<file path="config.mk">
export PLATFORM = sky130hd
export DESIGN_NAME = afe_serial_port
export DESIGN_NICKNAME = d
export VERILOG_FILES = /design/src/rtl/afe_sport_pkg.sv /design/src/rtl/afe_cfg_bank.sv /design/src/rtl/afe_sample_fmt.sv /design/src/rtl/afe_frame_ctrl.sv /design/src/rtl/afe_serial_port.sv
export SDC_FILE = /design/constraint.sdc
export NUM_CORES = 1
export LEC_CHECK = 0
export ABC_AREA = 1
export BUFFER_PORTS_ARGS = -buffer_cell sky130_fd_sc_hd__buf_2
export CAP_MARGIN = 10
export CELL_PAD_IN_SITES_DETAIL_PLACEMENT = 1
export CELL_PAD_IN_SITES_GLOBAL_PLACEMENT = 2
export CORE_ASPECT_RATIO = 0.9
export CORE_MARGIN = 2
export CORE_UTILIZATION = 28
export CTS_CLUSTER_DIAMETER = 50
export DETAILED_ROUTE_END_ITERATION = 8
export PLACE_DENSITY = 0.78
export SKIP_LAST_GASP = 1
export SYNTH_ARGS = -nofsm -noshare
export SYNTH_HDL_FRONTEND = slang
export SYNTH_SLANG_ARGS = --single-unit
export TNS_END_PERCENT = 100
</file>
<file path="constraint.sdc">
create_clock -name clk -period 1.6 [get_ports clk]
set_input_delay 0.32 -clock clk [delete_from_list [all_inputs] [get_ports clk]]
set_output_delay 0.32 -clock clk [all_outputs]
set_load 0.01 [all_outputs]
</file>
<file path="src/rtl/afe_sport_pkg.sv">
package afe_sport_pkg;

    typedef enum logic [1:0] {
        ST_IDLE,
        ST_SYNC,
        ST_SHIFT,
        ST_APPLY
    } frame_state_e;

    typedef enum logic [1:0] {
        MD_CONTROL,
        MD_DATA,
        MD_MIXED
    } port_mode_e;

    function automatic port_mode_e decode_mode(input logic [1:0] sel);
        if (!sel[0])
            return MD_CONTROL;
        else if (sel[1])
            return MD_MIXED;
        else
            return MD_DATA;
    endfunction

endpackage

</file>
<file path="src/rtl/afe_cfg_bank.sv">
module afe_cfg_bank #(
    parameter int unsigned NREG   = 8,
    parameter int unsigned REG_W  = 8,
    parameter int unsigned ADDR_W = $clog2(NREG)
) (
    input  logic                    clk,
    input  logic                    rst_n,
    input  logic                    wr_en,
    input  logic [ADDR_W-1:0]       wr_addr,
    input  logic [REG_W-1:0]        wr_data,
    input  logic [ADDR_W-1:0]       rd_addr,
    output logic [REG_W-1:0]        rd_data,
    output logic [NREG*REG_W-1:0]   cfg_flat
);

    logic [REG_W-1:0] regs [NREG];

    for (genvar g = 0; g < NREG; g++) begin : g_reg
        always_ff @(posedge clk or negedge rst_n) begin
            if (!rst_n)
                regs[g] <= '0;
            else if (wr_en && (wr_addr == ADDR_W'(g)))
                regs[g] <= wr_data;
        end
        assign cfg_flat[g*REG_W +: REG_W] = regs[g];
    end

    assign rd_data = regs[rd_addr];

endmodule

</file>
<file path="src/rtl/afe_sample_fmt.sv">
module afe_sample_fmt
    import afe_sport_pkg::*;
#(
    parameter int unsigned FRAME_W  = 16,
    parameter int unsigned SAMPLE_W = 15,
    parameter int unsigned REG_W    = 8,
    parameter int unsigned ADDR_W   = 3
) (
    input  port_mode_e          mode,
    input  logic [SAMPLE_W-1:0] sample,
    input  logic                ovf,
    input  logic                resp_valid,
    input  logic [ADDR_W-1:0]   resp_addr,
    input  logic [REG_W-1:0]    resp_data,
    output logic [FRAME_W-1:0]  word
);

    localparam int unsigned PAD = FRAME_W - SAMPLE_W;

    always_comb begin
        word = '0;
        if (resp_valid) begin
            word[FRAME_W-1]            = 1'b1;
            word[FRAME_W-2]            = 1'b1;
            word[FRAME_W-3 -: ADDR_W]  = resp_addr;
            word[REG_W-1:0]            = resp_data;
        end else begin
            unique case (mode)
                MD_DATA: begin
                    if (ovf)
                        word = {1'b0, {(FRAME_W-1){1'b1}}};
                    else
                        word = {sample, {PAD{1'b0}}};
                end
                MD_MIXED: begin
                    if (ovf)
                        word = {{PAD{1'b0}}, 1'b0, {(SAMPLE_W-1){1'b1}}};
                    else
                        word = {{PAD{1'b0}}, sample};
                end
                default: word = '0;
            endcase
        end
    end

endmodule

</file>
<file path="src/rtl/afe_frame_ctrl.sv">
module afe_frame_ctrl
    import afe_sport_pkg::*;
#(
    parameter int unsigned FRAME_W = 16
) (
    input  logic               clk,
    input  logic               rst_n,
    input  logic               sample_stb,
    input  logic [FRAME_W-1:0] tx_word,
    input  logic               sdi,
    output logic               fs,
    output logic               sdo,
    output logic               load,
    output logic               apply,
    output logic [FRAME_W-1:0] rx_word,
    output frame_state_e       state
);

    localparam int unsigned CNT_W = $clog2(FRAME_W);
    localparam logic [CNT_W-1:0] LAST_BIT = CNT_W'(FRAME_W - 1);

    frame_state_e       state_q, state_d;
    logic [CNT_W-1:0]   bit_cnt;
    logic [FRAME_W-1:0] shreg;

    always_ff @(posedge clk or negedge rst_n) begin
        if (!rst_n)
            state_q <= ST_IDLE;
        else
            state_q <= state_d;
    end

    always_comb begin
        state_d = state_q;
        unique case (state_q)
            ST_IDLE:  if (sample_stb) state_d = ST_SYNC;
            ST_SYNC:  state_d = ST_SHIFT;
            ST_SHIFT: if (bit_cnt == LAST_BIT) state_d = ST_APPLY;
            ST_APPLY: state_d = ST_IDLE;
            default:  state_d = ST_IDLE;
        endcase
    end

    always_comb begin
        fs    = (state_q == ST_SYNC);
        sdo   = (state_q == ST_SHIFT) ? shreg[FRAME_W-1] : 1'b0;
        load  = (state_q == ST_IDLE) && sample_stb;
        apply = (state_q == ST_APPLY);
    end

    always_ff @(posedge clk or negedge rst_n) begin
        if (!rst_n)
            bit_cnt <= '0;
        else if (state_q == ST_SHIFT)
            bit_cnt <= bit_cnt + 1'b1;
        else
            bit_cnt <= '0;
    end

    always_ff @(posedge clk or negedge rst_n) begin
        if (!rst_n)
            shreg <= '0;
        else if (load)
            shreg <= tx_word;
        else if (state_q == ST_SHIFT)
            shreg <= {shreg[FRAME_W-2:0], sdi};
    end

    assign rx_word = shreg;
    assign state   = state_q;

endmodule

</file>
<file path="src/rtl/afe_serial_port.sv">
module afe_serial_port
    import afe_sport_pkg::*;
#(
    parameter int unsigned FRAME_W  = 16,
    parameter int unsigned SAMPLE_W = FRAME_W - 1,
    parameter int unsigned NREG     = 8,
    parameter int unsigned REG_W    = 8,
    parameter int unsigned MODE_REG = 0
) (
    input  logic                  clk,
    input  logic                  rst_n,
    input  logic                  sample_stb_i,
    input  logic [SAMPLE_W-1:0]   sample_i,
    input  logic                  sample_ovf_i,
    input  logic                  sdi_i,
    output logic                  fs_o,
    output logic                  sdo_o,
    output logic [NREG*REG_W-1:0] cfg_o
);

    localparam int unsigned ADDR_W = $clog2(NREG);
    localparam int unsigned ADDR_LSB = FRAME_W - 2 - ADDR_W;

    frame_state_e       frame_state;
    port_mode_e         mode;
    logic [FRAME_W-1:0] tx_word, rx_word;
    logic               load, apply;
    logic               pend_q;
    logic [ADDR_W-1:0]  pend_addr_q;
    logic [REG_W-1:0]   rd_data;
    logic               rx_ctl, rx_rd, accept, wr_en;
    logic [ADDR_W-1:0]  rx_addr;
    logic [REG_W-1:0]   rx_data;
    logic               rx_unused_bits;

    assign mode = decode_mode(cfg_o[MODE_REG*REG_W +: 2]);

    assign rx_ctl         = rx_word[FRAME_W-1];
    assign rx_rd          = rx_word[FRAME_W-2];
    assign rx_addr        = rx_word[FRAME_W-3 -: ADDR_W];
    assign rx_data        = rx_word[REG_W-1:0];
    assign rx_unused_bits = ^rx_word[ADDR_LSB-1:REG_W];

    assign accept = apply && (mode != MD_DATA) && rx_ctl;
    assign wr_en  = accept && !rx_rd;

    always_ff @(posedge clk or negedge rst_n) begin
        if (!rst_n) begin
            pend_q      <= 1'b0;
            pend_addr_q <= '0;
        end else if (load) begin
            pend_q      <= 1'b0;
        end else if (accept && rx_rd) begin
            pend_q      <= 1'b1;
            pend_addr_q <= rx_addr;
        end
    end

    afe_cfg_bank #(
        .NREG  (NREG),
        .REG_W (REG_W),
        .ADDR_W(ADDR_W)
    ) i_bank (
        .clk     (clk),
        .rst_n   (rst_n),
        .wr_en   (wr_en),
        .wr_addr (rx_addr),
        .wr_data (rx_data),
        .rd_addr (pend_addr_q),
        .rd_data (rd_data),
        .cfg_flat(cfg_o)
    );

    afe_sample_fmt #(
        .FRAME_W (FRAME_W),
        .SAMPLE_W(SAMPLE_W),
        .REG_W   (REG_W),
        .ADDR_W  (ADDR_W)
    ) i_fmt (
        .mode      (mode),
        .sample    (sample_i),
        .ovf       (sample_ovf_i),
        .resp_valid(pend_q && (mode != MD_DATA)),
        .resp_addr (pend_addr_q),
        .resp_data (rd_data),
        .word      (tx_word)
    );

    afe_frame_ctrl #(
        .FRAME_W(FRAME_W)
    ) i_ctrl (
        .clk       (clk),
        .rst_n     (rst_n),
        .sample_stb(sample_stb_i),
        .tx_word   (tx_word),
        .sdi       (sdi_i),
        .fs        (fs_o),
        .sdo       (sdo_o),
        .load      (load),
        .apply     (apply),
        .rx_word   (rx_word),
        .state     (frame_state)
    );

endmodule

</file>
==> summary.md <==
| Metric | Value |
|---|---|
| Number of buffers created by CTS | 9 |
| Fillcell total | slightly above 2000 |
| Global-route usage over all layers | 19.2% |
| Clk pin slew, worst setup/hold paths | 60 ps |
| Ys Warns | 0 |
| Via count of the first global-routing pass | 4808 |
| Pin count of the biggest net entering global routing | 38 |
| Critical path data required time | between 1000 and 1500 ps |
| Overall power | ~0.011 W |
| Static Leakage | roughly 3.2 nW |
| Critical Path End Type | primary output |
| Core Region | 0.0162 sq mm |
| Via-per-instance ratio | just under 5 |
| Vias | roughly 4700 |
| TritonCTS clock tree | done |
| Worst Hold Margin | 332 ps |
| Die Y | 126 um |
| Share of the cycle needed by the critical path after routing | 101% |
| Violated checks | negative setup slack |
| Hold Vio Cnt, Final | 0 |
| Peak fanout along the critical path | 3 |
| Dpl cells | 945 |
| Ant diodes | 0 |
| Hold/Removal Path Class | input pin to flip-flop |
| Critical Path Start | i_ctrl.state[0] |
| Place WS | -126 ps |
| Max Fclk | between 600 and 700 MHz |
| Area growth, synth to finish | 29.9% |
| Top_reg_cell synth | dfrtp_1 |
| Setup violation total in the final timing report | 2 |
| Number of remaining DRC errors | 0 |
| Leading post-synthesis cells by instance count | nand2_1 (223), dfrtp_1 (90), inv_1 (86) |
| Depth of the worst hold-timing path | 5 |
| Number of nets produced by synthesis | between 600 and 700 |
| Shortest clock period the worst path allows after layout | 1610 ps |
| Run status | finished with violations |
| Routability Congestion | 0.873 |
| Global-route wire length before repair | approximately 26000 um |
| Number of levels in the clock H-tree | 3 |
| Floorplan die width | about 140 um |
| Average cell area after synthesis | 7.25 sq um |
| FFs w/ async S/R, synth | 100% |
| Proportion of netlist area held by the largest area contributor | 48.6% |
| DRT Pass-1 Iters | 4 |
| Number of port buffers | 85 |
| Combined area of all synthesized cells | 0.00464 sq mm |
| VDD IR-drop max | between 600 and 700 uV |
| Proportion of layout cells with a drive suffix above 1 | between 20% and 30% |
| Non-filler cells, final | between 900 and 1000 |
| Clock sink count | 90 |
| Antenna Nets Post-Route | 0 |
| Startpoint of the tightest hold check path | sdi_i |
| HPWL after detailed placement | 12500 um |
| Initial DRC Count | around 250 |
| Data arrival time of the worst path | 1290 ps |
| I/O pins | 86 |
| Initial antenna violation count | 0 |
| Most numerous cell in the Yosys netlist | nand2_1 |
| Worst-skew pair later-pin latency | between 300 and 400 ps |
| Per-cell routed wire length | approximately 17 um |
| Reg-to-Reg Start | i_bank.cfg_flat[0] |
| Power per standard cell area | 1880 mW/mm^2 |
| Cell row count | 44 |
| Cell type contributing the most total cell area after synthesis | dfrtp_1 |
| Slew Limit Fails | 0 |
| Cell count after synthesis | 640 |
| Flops & latches, synth | 90 |
| Actual transition at the worst max-transition pin | ~460 ps |
| # Max-Cap Violations | 0 |
| Distinct cell type count of the synthesized netlist | 21 |
| Worst Setup Start Kind | flip-flop |
| Wire length reported by the detailed router | ~17000 um |
| Final Worst Setup Slack | -14.7 ps |
| Count of cells along the worst register-to-register path | 8 |
| Post-synth EDFFs | 0 |
| Main area contributors after synthesis | dfrtp_1 (49%), nand2_1 (18%), o21ai_0 (9.2%) |
| RSZ-0062 raised after global routing | true |
| Worst clock skew | between 6 and 7 ps |
| Crit Path Category | flip-flop to primary output |
| Overflow after GRT | 0 |
| Root buf cell | clkbuf_16 |
| Maximum root-to-sink buffer count | 2 |
| Nets | between 700 and 800 |
| Worst-case headroom to the max-slew limit | a little over two thirds |
| Seq/Total Area, Yosys | 48.6% |
| Die outline area | between 0.015 and 0.02 sq mm |
| Initial standard-cell utilization of the core | between 20% and 30% |
-- power breakdown --
group | switching [W] | leakage [nW] | internal [W]
registers | 0.000747 | 1.20 | 0.00311
clock network | 0.000846 | 0.127 | 0.00118
logic | 0.00335 | 1.83 | 0.00208
-- metal layers --
metal | track usage, % | share of wire, % | routed length (um)
met5 | 0 | 0 | 0
met4 | 4.29 | 1.0 | 167
met3 | 3.08 | 4.8 | 808
met2 | 33.0 | 49 | 8180
met1 | 25.6 | 45 | 7560
-- layout by cell type (no fill, tap or decap), types with 2 or more instances in the layout --
cell type,Yosys,final
a21oi_1,14,13
buf_12,0,5
buf_2,9,83
buf_4,0,36
buf_6,0,9
clkbuf_1,16,2
clkbuf_16,0,10
clkinv_1,2,2
dfrtp_1,90,89
ha_1,6,3
ha_4,0,2
inv_1,86,83
inv_4,0,2
nand2_1,223,220
nand2_2,0,3
nand3_1,43,43
nand4_1,9,9
nor2_1,39,38
nor3_1,3,3
o211ai_1,3,3
o21ai_0,85,81
o21ai_1,0,4
o22ai_1,5,5
or2_2,2,2
-- critical path: stages (launching register included) --
cell     delay [ps]
dfrtp_1         410
buf_4           150
buf_4           130
ha_4            150
buf_6           110
-- flip-flops by register name (all words and copies together) (netlist names) --
| name | flops |
|---|---|
| pend_addr_q | 3 |
| pend_q | 1 |
| i_ctrl.state | 2 |
| i_bank.cfg_flat | 64 |
| i_ctrl.rx_word | 16 |
| i_ctrl.bit_cnt | 4 |
-- kinds of logic (layout without fill, tap and decap cells) --
logic type | after synthesis | count (layout) | synth area share, %
AO/OA/AOI/OAI | 110 | 110 | 12.3
buffers and inverters | 114 | 235 | 9.47
AND/OR/NAND/NOR | 320 | 320 | 28.0
adder cells (fa/ha/maj) | 6 | 6 | 1.62
flip-flops | 90 | 90 | 48.6
-- layout make-up --
type	count	area, sq um	area share [%]
clock inverter	1	30.0	0.498
timing repair buffer	135	922	15.3
clock buffer	11	233	3.86
inverter	88	335	5.57
multi-input combinational	436	1990	33.1
tap	207	259	4.30
sequential	90	2250	37.4
-- path summary, 6_finish.rpt --
check                                      endpoint  slack, ps
worst max-delay path                           fs_o        -10
worst min-delay path              i_ctrl.rx_word[0]        330
worst max register to register  i_bank.cfg_flat[35]         40
worst min register to register    i_ctrl.bit_cnt[0]        460
max in group asynchronous       i_bank.cfg_flat[18]        600
min in group asynchronous       i_bank.cfg_flat[47]        450
-- timing repair --
| item | in CTS | in global routing |
|---|---|---|
| hold buffers | 1 | 0 |
| gates cloned | 0 | 1 |
| resized for setup | 17 | 12 |
| hold endpoints to repair | 24 | 0 |
| buffers inserted | 4 | 5 |
| endpoints found under the setup margin | 76 | 80 |
| pin swaps | 1 | 1 |
-- metrics by stage --
step | TNS, ps | utilization (%) | area [sq um]
after CTS | -95.5 | 36.6 | 5930
after global placement | -66.9 | 34.4 | 5560
after global routing | -1510 | 37.2 | 6020
final | -25.0 | 37.2 | 6020
after detailed placement | -5720 | 34.4 | 5560
after floorplan | 0 | - | 4640
(Power assumes the default switching activity.)
